`config.mk`:
```
export PLATFORM = sky130hd
export DESIGN_NAME = fpm32_mul
export DESIGN_NICKNAME = d
export VERILOG_FILES = /design/src/rtl/fpm_pkg.sv /design/src/rtl/fpm_decode.sv /design/src/rtl/fpm_lzc.sv /design/src/rtl/fpm_normalize.sv /design/src/rtl/fpm_round.sv /design/src/rtl/fpm32_mul.sv
export SDC_FILE = /design/constraint.sdc
export NUM_CORES = 2
export LEC_CHECK = 0
export BUFFER_PORTS_ARGS = -buffer_cell sky130_fd_sc_hd__clkbuf_2
export CAP_MARGIN = 10
export CORE_ASPECT_RATIO = 1.5
export CORE_MARGIN = 3
export CORE_UTILIZATION = 66
export CTS_BUF_LIST = sky130_fd_sc_hd__clkbuf_4 sky130_fd_sc_hd__clkbuf_8 sky130_fd_sc_hd__clkbuf_16
export CTS_CLUSTER_DIAMETER = 100
export CTS_CLUSTER_SIZE = 12
export DETAILED_ROUTE_END_ITERATION = 8
export PLACE_DENSITY = 0.85
export SYNTH_ARGS = -nofsm -noshare
export SYNTH_HDL_FRONTEND = slang
export SYNTH_SLANG_ARGS = --single-unit
export TNS_END_PERCENT = 20
```
`constraint.sdc`:
```
create_clock -name clk -period 9.3 [get_ports clk]
set_input_delay 1.395 -clock clk [delete_from_list [all_inputs] [get_ports clk]]
set_output_delay 1.395 -clock clk [all_outputs]
set_load 0.01 [all_outputs]
```
`src/rtl/fpm_pkg.sv`:
```
package fpm_pkg;

    localparam int WORD_W   = 32;
    localparam int EXP_W    = 8;
    localparam int FRAC_W   = 23;
    localparam int SIG_W    = FRAC_W + 1;
    localparam int PROD_W   = 2 * SIG_W;
    localparam int XE_W     = 12;
    localparam int LZ_PW    = 1 << $clog2(PROD_W);
    localparam int CNT_W    = $clog2(LZ_PW) + 1;
    localparam int RND_W    = PROD_W - SIG_W;

    localparam logic [XE_W-1:0]   XE_EMIN = 12'hF82;   // -126
    localparam logic [XE_W-1:0]   XE_BIAS = 12'd127;
    localparam logic [XE_W-1:0]   XE_OVF  = 12'd128;
    localparam logic [EXP_W-1:0]  EXP_MAX = '1;
    localparam logic [WORD_W-1:0] CANON_QNAN = 32'h7FC0_0000;

    typedef struct packed {
        logic                special;
        logic [WORD_W-1:0]   spec_word;
        logic                sign;
        logic [XE_W-1:0]     exp;
        logic [PROD_W-1:0]   prod;
    } mul_stage_t;

    typedef struct packed {
        logic                special;
        logic [WORD_W-1:0]   spec_word;
        logic                sign;
        logic [XE_W-1:0]     exp;
        logic [EXP_W-1:0]    field;
        logic [PROD_W-1:0]   prod;
    } norm_stage_t;

    function automatic logic f_is_nan(input logic [WORD_W-1:0] v);
        return (v[WORD_W-2 -: EXP_W] == EXP_MAX) && (v[FRAC_W-1:0] != '0);
    endfunction

    function automatic logic f_is_inf(input logic [WORD_W-1:0] v);
        return (v[WORD_W-2 -: EXP_W] == EXP_MAX) && (v[FRAC_W-1:0] == '0);
    endfunction

    function automatic logic f_is_zero(input logic [WORD_W-1:0] v);
        return v[WORD_W-2:0] == '0;
    endfunction

    function automatic logic [WORD_W-1:0] f_quiet(input logic [WORD_W-1:0] v);
        logic [WORD_W-1:0] q;
        q = v;
        q[FRAC_W-1] = 1'b1;
        return q;
    endfunction

endpackage

```
`src/rtl/fpm_decode.sv`:
```
module fpm_decode
    import fpm_pkg::*;
(
    input  logic [WORD_W-1:0] op_x,
    input  logic [WORD_W-1:0] op_y,
    output mul_stage_t        dec
);
    logic [EXP_W-1:0] ex, ey;
    logic [SIG_W-1:0] mx, my;
    logic [XE_W-1:0]  ux, uy;
    logic             sgn;

    assign ex  = op_x[WORD_W-2 -: EXP_W];
    assign ey  = op_y[WORD_W-2 -: EXP_W];
    assign mx  = {ex != '0, op_x[FRAC_W-1:0]};
    assign my  = {ey != '0, op_y[FRAC_W-1:0]};
    assign ux  = (ex == '0) ? XE_EMIN : ({{(XE_W-EXP_W){1'b0}}, ex} - XE_BIAS);
    assign uy  = (ey == '0) ? XE_EMIN : ({{(XE_W-EXP_W){1'b0}}, ey} - XE_BIAS);
    assign sgn = op_x[WORD_W-1] ^ op_y[WORD_W-1];

    always_comb begin
        dec.sign      = sgn;
        dec.exp       = ux + uy;
        dec.prod      = PROD_W'(mx) * PROD_W'(my);
        dec.special   = 1'b1;
        dec.spec_word = '0;
        if (f_is_nan(op_x)) begin
            dec.spec_word = f_quiet(op_x);
        end else if (f_is_nan(op_y)) begin
            dec.spec_word = f_quiet(op_y);
        end else if ((f_is_inf(op_x) && f_is_zero(op_y)) ||
                     (f_is_inf(op_y) && f_is_zero(op_x))) begin
            dec.spec_word = CANON_QNAN;
        end else if (f_is_inf(op_x) || f_is_inf(op_y)) begin
            dec.spec_word = {sgn, EXP_MAX, {FRAC_W{1'b0}}};
        end else if (f_is_zero(op_x) || f_is_zero(op_y)) begin
            dec.spec_word = {sgn, {(WORD_W-1){1'b0}}};
        end else begin
            dec.special   = 1'b0;
        end
    end
endmodule

```
`src/rtl/fpm_lzc.sv`:
```
module fpm_lzc #(
    parameter int WIDTH = 48,
    localparam int PW   = 1 << $clog2(WIDTH),
    localparam int LG   = $clog2(PW),
    localparam int CW   = LG + 1
) (
    input  logic [WIDTH-1:0] din,
    output logic [CW-1:0]    count
);
    logic [LG:0][PW-1:0] v;
    logic [LG:0][CW-1:0] c;

    generate
        if (PW > WIDTH) begin : g_pad
            assign v[0] = {din, {(PW-WIDTH){1'b1}}};
        end else begin : g_nopad
            assign v[0] = din;
        end
    endgenerate
    assign c[0] = '0;

    generate
        for (genvar i = 0; i < LG; i++) begin : g_lvl
            localparam int H = PW >> (i + 1);
            logic upper_zero;
            assign upper_zero = (v[i][PW-1 -: H] == '0);
            assign v[i+1] = upper_zero ? (v[i] << H) : v[i];
            assign c[i+1] = upper_zero ? (c[i] + CW'(H)) : c[i];
        end
    endgenerate

    assign count = c[LG] + {{(CW-1){1'b0}}, ~v[LG][PW-1]};
endmodule

```
`src/rtl/fpm_normalize.sv`:
```
module fpm_normalize
    import fpm_pkg::*;
(
    input  mul_stage_t  din,
    output norm_stage_t dout
);
    logic [CNT_W-1:0]  lz;
    logic [PROD_W-1:0] nprod, shifted, lost_mask;
    logic [XE_W-1:0]   nexp, shamt;
    logic              go_sub, too_far;

    fpm_lzc #(.WIDTH(PROD_W)) u_lzc (
        .din   (din.prod),
        .count (lz)
    );

    assign nprod     = din.prod << lz;
    assign nexp      = din.exp + XE_W'(1) - XE_W'(lz);
    assign shamt     = XE_EMIN - nexp;
    assign go_sub    = !shamt[XE_W-1] && (shamt != '0);
    assign too_far   = (shamt >= XE_W'(PROD_W));
    assign lost_mask = ~({PROD_W{1'b1}} << shamt[CNT_W-2:0]);

    always_comb begin
        if (too_far)
            shifted = {{(PROD_W-1){1'b0}}, nprod != '0};
        else
            shifted = (nprod >> shamt[CNT_W-2:0]) |
                      {{(PROD_W-1){1'b0}}, (nprod & lost_mask) != '0};
    end

    always_comb begin
        dout.special   = din.special;
        dout.spec_word = din.spec_word;
        dout.sign      = din.sign;
        if (go_sub) begin
            dout.prod  = shifted;
            dout.exp   = XE_EMIN;
            dout.field = '0;
        end else begin
            dout.prod  = nprod;
            dout.exp   = nexp;
            dout.field = EXP_W'(nexp + XE_BIAS);
        end
    end
endmodule

```
`src/rtl/fpm_round.sv`:
```
module fpm_round
    import fpm_pkg::*;
(
    input  norm_stage_t       din,
    output logic [WORD_W-1:0] word
);
    localparam logic [RND_W-1:0] HALF = {1'b1, {(RND_W-1){1'b0}}};

    logic [RND_W-1:0]  tail;
    logic              tie, up, carry;
    logic [PROD_W:0]   rsum;
    logic [PROD_W-1:0] p;
    logic [XE_W-1:0]   e;
    logic [EXP_W-1:0]  f, f_out;

    assign tail  = din.prod[RND_W-1:0];
    assign tie   = (tail == HALF);
    assign up    = tie ? din.prod[RND_W] : (tail > HALF);
    assign rsum  = {1'b0, din.prod} + (PROD_W+1)'(HALF);
    assign carry = rsum[PROD_W];

    always_comb begin
        p = din.prod;
        e = din.exp;
        f = din.field;
        if (up && carry) begin
            p = {1'b1, rsum[PROD_W-1:1]};
            e = din.exp + XE_W'(1);
            f = din.field + EXP_W'(1);
        end else if (up) begin
            p = rsum[PROD_W-1:0];
        end
    end

    assign f_out = ((f == '0) && p[PROD_W-1]) ? EXP_W'(1) : f;

    always_comb begin
        if (din.special)
            word = din.spec_word;
        else if ($signed(e) < $signed(XE_OVF))
            word = {din.sign, f_out, p[PROD_W-2 -: FRAC_W]};
        else
            word = {din.sign, EXP_MAX, {FRAC_W{1'b0}}};
    end
endmodule

```
`src/rtl/fpm32_mul.sv`:
```
module fpm32_mul
    import fpm_pkg::*;
(
    input  logic              clk,
    input  logic              rst,
    input  logic              in_valid,
    input  logic [WORD_W-1:0] a,
    input  logic [WORD_W-1:0] b,
    output logic              out_valid,
    output logic [WORD_W-1:0] result
);
    mul_stage_t        dec_c, dec_q;
    norm_stage_t       nrm_c, nrm_q;
    logic [WORD_W-1:0] rnd_c;
    logic              v1_q, v2_q;

    fpm_decode u_decode (
        .op_x (a),
        .op_y (b),
        .dec  (dec_c)
    );

    fpm_normalize u_norm (
        .din  (dec_q),
        .dout (nrm_c)
    );

    fpm_round u_round (
        .din  (nrm_q),
        .word (rnd_c)
    );

    always_ff @(posedge clk) begin
        if (rst) begin
            v1_q      <= 1'b0;
            v2_q      <= 1'b0;
            out_valid <= 1'b0;
            dec_q     <= '0;
            nrm_q     <= '0;
            result    <= '0;
        end else begin
            v1_q      <= in_valid;
            v2_q      <= v1_q;
            out_valid <= v2_q;
            if (in_valid) dec_q  <= dec_c;
            if (v1_q)     nrm_q  <= nrm_c;
            if (v2_q)     result <= rnd_c;
        end
    end
endmodule

```
Word-level counts from Yosys, hierarchy flattened. Cells that the tools add are included.

$add $sub $neg: 16. $mul: 1. Order comparisons: 3. Eq/ne operators: 3. Shifts and indexed selects: 3. Multiplexer cells: 34. Bitwise operators: 5. Reduce and logical (&&, ||, !) cells: 32.

Operators with widths (count): $mux 64 (6); $mux 32 (6); $mux 48 (3); $reduce_bool 48->1 (2); $mux 68 (1); $logic_not 31->1 (2); $add 48x24->49 const B (1); $and 48x48->48 (1); $mul 24x24->48 (1); $not 48->48 (1); $or 48x1->48 (1); $shl 48x6->48 const A (1); $shl 48x7->48 (1); $shr 48x6->48 (1); $logic_not 23->1 (2); $reduce_bool 23->1 (2); $mux 12 (3); $mux 7 (5); $logic_not 32->1 (1); $logic_not 8->1 (4); $mux 31 (1); $add 12x1->12 const B (2); $eq 24x24->1 const B (1); $gt 24x24->1 const B (1); other kinds (28) (47).

Bits in registers: 231. Input bits: 67. Output and inout bits: 33.

Logic depth before layout (Yosys ltp).
Depth after elaboration: 22. Mapped depth: 41.

By module. Synthesis repeated with hierarchy kept, for this count alone.

Cell total of the unflattened synthesis: 4702. Area, all modules: 39634.3 um^2.

Modules (own cells, without submodules): fpm_decode (times used 1, cells each 2336, area each 19896.6 um^2, sequential area each 0.0 um^2); fpm_normalize (times used 1, cells each 1308, area each 9464.1 um^2, sequential area each 0.0 um^2); fpm32_mul (times used 1, cells each 743, area each 8202.9 um^2, sequential area each 4624.4 um^2); fpm_round (times used 1, cells each 217, area each 1352.5 um^2, sequential area each 0.0 um^2); fpm_lzc (times used 1, cells each 98, area each 718.2 um^2, sequential area each 0.0 um^2).

Worst setup path before layout. Ideal clock, no wire load.

Path kind: input to register. From: input b[3]. To: register dec_q[47] in the netlist's numbering. Setup time: 128 ps. Arrival: 8483 ps. Required time: 9172 ps. Path slack: 689 ps. Stages: 30. Path through: clkbuf_1 > clkbuf_1 > nand2_1 > fa_1 > inv_1 > fa_1 > fa_1 > inv_1 > fa_1 > inv_1 > fa_1 > inv_1 > fa_1 > inv_1 > fa_1 > ha_1 > o21a_1 > o21a_1 > o21ai_0 > nor2b_1 > a21oi_1 > o311ai_0 > a31oi_1 > a31o_2 > a2111oi_0 > nor3_1 > a31oi_1 > xnor2_1 > mux2i_1 > nor2_1.

Cells in the longest elaborated chain, start to end: 1.

RTL lines: from (decl) (line fpm32_mul.sv:8) `input logic [WORD_W-1:0] b,`; $mul 24x24->48 (line fpm_decode.sv:24) `dec.prod = PROD_W'(mx) * PROD_W'(my);`; to (signal assigned) (line fpm32_mul.sv:38) `dec_q <= '0;`; to (signal assigned) (line fpm32_mul.sv:45) `if (in_valid) dec_q <= dec_c;`; to (decl) (line fpm32_mul.sv:12) `mul_stage_t dec_c, dec_q;`.

No other way between the ends. A chain may end at the register's enable or synchronous reset.

Worst setup path after layout. Same ends and word-level chain as after synthesis.

==> flow_metrics.tcl <==
set metrics [dict create \
    status "finished clean" \
    startpoint "b[3]" \
    min_to "dec_q[91]$_SDFFE_PP0P_" \
    antenna_found_initial 15 \
    core_area_um2 57000 \
    r2r-end "nrm_q[29]$_SDFFE_PP0P_" \
    cp_slowest_stage_delay_ps 590 \
    netlist_area_um2 38200 \
    finalSetupViolCount 0 \
    grt_busiest_layer "met2" \
    criticalPathCategory "input port to flop" \
    clkTransAtPathRegs_ps 60 \
    worst_pin_slew_ps 1210 \
    cts_tree "built" \
    cts-root-buf "clkbuf_16" \
    ant_nets 0 \
    area_delta_synth_final_pct 6.06 \
    yosysWarnings 0 \
    routedWlPerCell_um 29.6 \
    routed_wl_um 160000 \
    finalHoldViolCount 0 \
    rsz0062_at_grt "false" \
    synth_nets 5419 \
    gp_congestion 1.10 \
    cp_top_family "adder cells" \
    ys_ff_latch 231 \
    start_util_pct 66.9 \
    synth.avg_cell_area_um2 8.19 \
    finClkSkew_ps 86.4 \
    worstPathRequired_ps 9780 \
    ff2ff_setup_slack_ps 580 \
    maxCapViolCount 0 \
    grt_first_pass_wirelength_um 242000 \
    final_cell_area_um2 40500 \
    hpwl_um 123000 \
    cts-resized-gates 0 \
    finalCriticalPeriod_ps 9150 \
    crit_fanout 13 \
    hold_depth 1 \
    period_share_pct 98.4 \
    grt-ovfl-total 0 \
    arrival_ps 9630 \
    grt_pass1_vias 40500 \
    worst_slack_ps 146 \
    setup_tns_ps 0 \
    portBuffers 99 \
    dr.pass1.iters 9 \
    detailed_place.area_um2 39800 \
    die_y_um 300 \
    final_cell_mix "627 x nand2_1, 548 x inv_1, 484 x fa_1, 393 x nor2_1, 229 x dfxtp_1" \
    start_kind "input port" \
    async_flop_share_pct 0 \
    grt_util_met3_pct 16.8 \
    rr_worst_depth 21 \
    dp_slack_ps -281 \
    drive_above_1_share_pct 10.2 \
    vias 38400 \
    drv_slew 0 \
    htree_levels 1 \
    r2r_start "dec_q[36]$_SDFFE_PP0P_" \
    ios 100 \
    crit_path_end_kind "flop" \
    cp_slowest_cell "a2111oi_0" \
    viasPerCell 7.10 \
    path_buf_inv 6 \
    crit_top_cell "fa_1" \
    grt_max_degree 80 \
    synth.distinct_cells 99 \
    fill_cells 4227 \
    synth-main-ff-cell "dfxtp_1" \
    grtUsageMet2_pct 84.0 \
    cts_num_sinks 231 \
    drc 0 \
    syn_inst 4657 \
    holdBufCountCts 0 \
    dieArea_um2 60800 \
    placement_rows 107 \
    die_w_um 202 \
    grt_use_met1_pct 52.5 \
    yosysSeqAreaShare_pct 12.1 \
    cts_buffers 23 \
    min_path_type "flop to flop" \
    post_cts_buffers 0 \
    mostFrequentLayoutCell "nand2_1" \
    max_slew_margin_pct 19.1 \
    fin_nets 5402 \
    drt_iter0_drc 4930 \
    grtUsageTotal_pct 52.5 \
    fmax_mhz 109 \
    hp-start "dec_q[91]$_SDFFE_PP0P_" \
    clock_path_buffers 3 \
    clk_latency_ps 650 \
    synth_edf_count 0 \
]
## cells in the mapped netlist, types with 40 or more instances
cell type  number  share of area [%]
a21oi_1       185                2.4
nor2_1        393                3.9
nor4_1         44               0.72
mux4_2         54                3.2
o21ai_0       148                1.9
mux2_2         41                1.2
xnor2_1        79                1.8
inv_1         550                5.4
fa_1          484                 25
and2_1        211                3.5
dfxtp_1       231                 12
ha_1          211                6.9
nor3_1         69               0.91
xor2_1         41               0.94
mux2i_1       196                5.1
nand2_1       628                6.2
o211ai_1       40               0.79
nand3_1        73               0.96
a211oi_1      107                2.1
clkbuf_1      281                2.8
## cell families (layout without fill, tap and decap cells)
| logic type | count (synthesis) | after routing | synth area share, % |
|---|---|---|---|
| simple gates | 1567 | 1567 | 18.8 |
| buf+inv | 890 | 875 | 9.01 |
| compound gates | 859 | 859 | 15.4 |
| fa+ha+maj | 695 | 695 | 32.3 |
| mux | 293 | 293 | 9.61 |
| flops | 231 | 231 | 12.1 |
| xor+xnor | 120 | 120 | 2.75 |
| other cells | 2 | 9 | 0.0197 |
## per-stage QoR
step	util (%)	hold slack (ps)	instances
after floorplan	-	425	4657
after global placement	69.8	435	5377
after detailed placement	69.8	443	5377
after CTS	70.9	456	5404
after global routing	70.9	476	5408
final	71.0	455	5412
## layout make-up
cell class / count / area (µm²) / share of cell area [%]
flip-flops and latches: 231 / 4630 / 11.4
diodes: 7 / 17.5 / 0.0433
repair buffers: 294 / 1970 / 4.86
clock inverters: 3 / 57.6 / 0.142
inverters: 554 / 2080 / 5.15
well taps: 763 / 955 / 2.36
clock buffers: 24 / 583 / 1.44
multi-input cells: 3536 / 30200 / 74.6
## metal layers
metal  part of all wire (%)  wire, µm
met1                     30     47500
met2                     45     72800
met3                     11     18200
met4                     14     21800
met5                  0.079       127
## how the worst max path moves through the flow
stage,end,slack [ps],cells after the start
after CTS,dec_q[47]$_SDFFE_PP0P_,290,29
after floorplan,dec_q[47]$_SDFFE_PP0P_,690,30
after detailed placement,dec_q[47]$_SDFFE_PP0P_,-280,29
final,dec_q[47]$_SDFFE_PP0P_,150,29
after global routing,dec_q[47]$_SDFFE_PP0P_,1,29
after global placement,dec_q[47]$_SDFFE_PP0P_,190,28
## sequential cells by signal, indices dropped and copies added, names as in the netlist
signal	flops
out_valid	1
v1_q	1
dec_q	94
result	32
nrm_q	102
v2_q	1
Power is left out: the tool's default activity adds up to more than one toggle a clock period on the data nets, which glitch-free logic cannot reach.
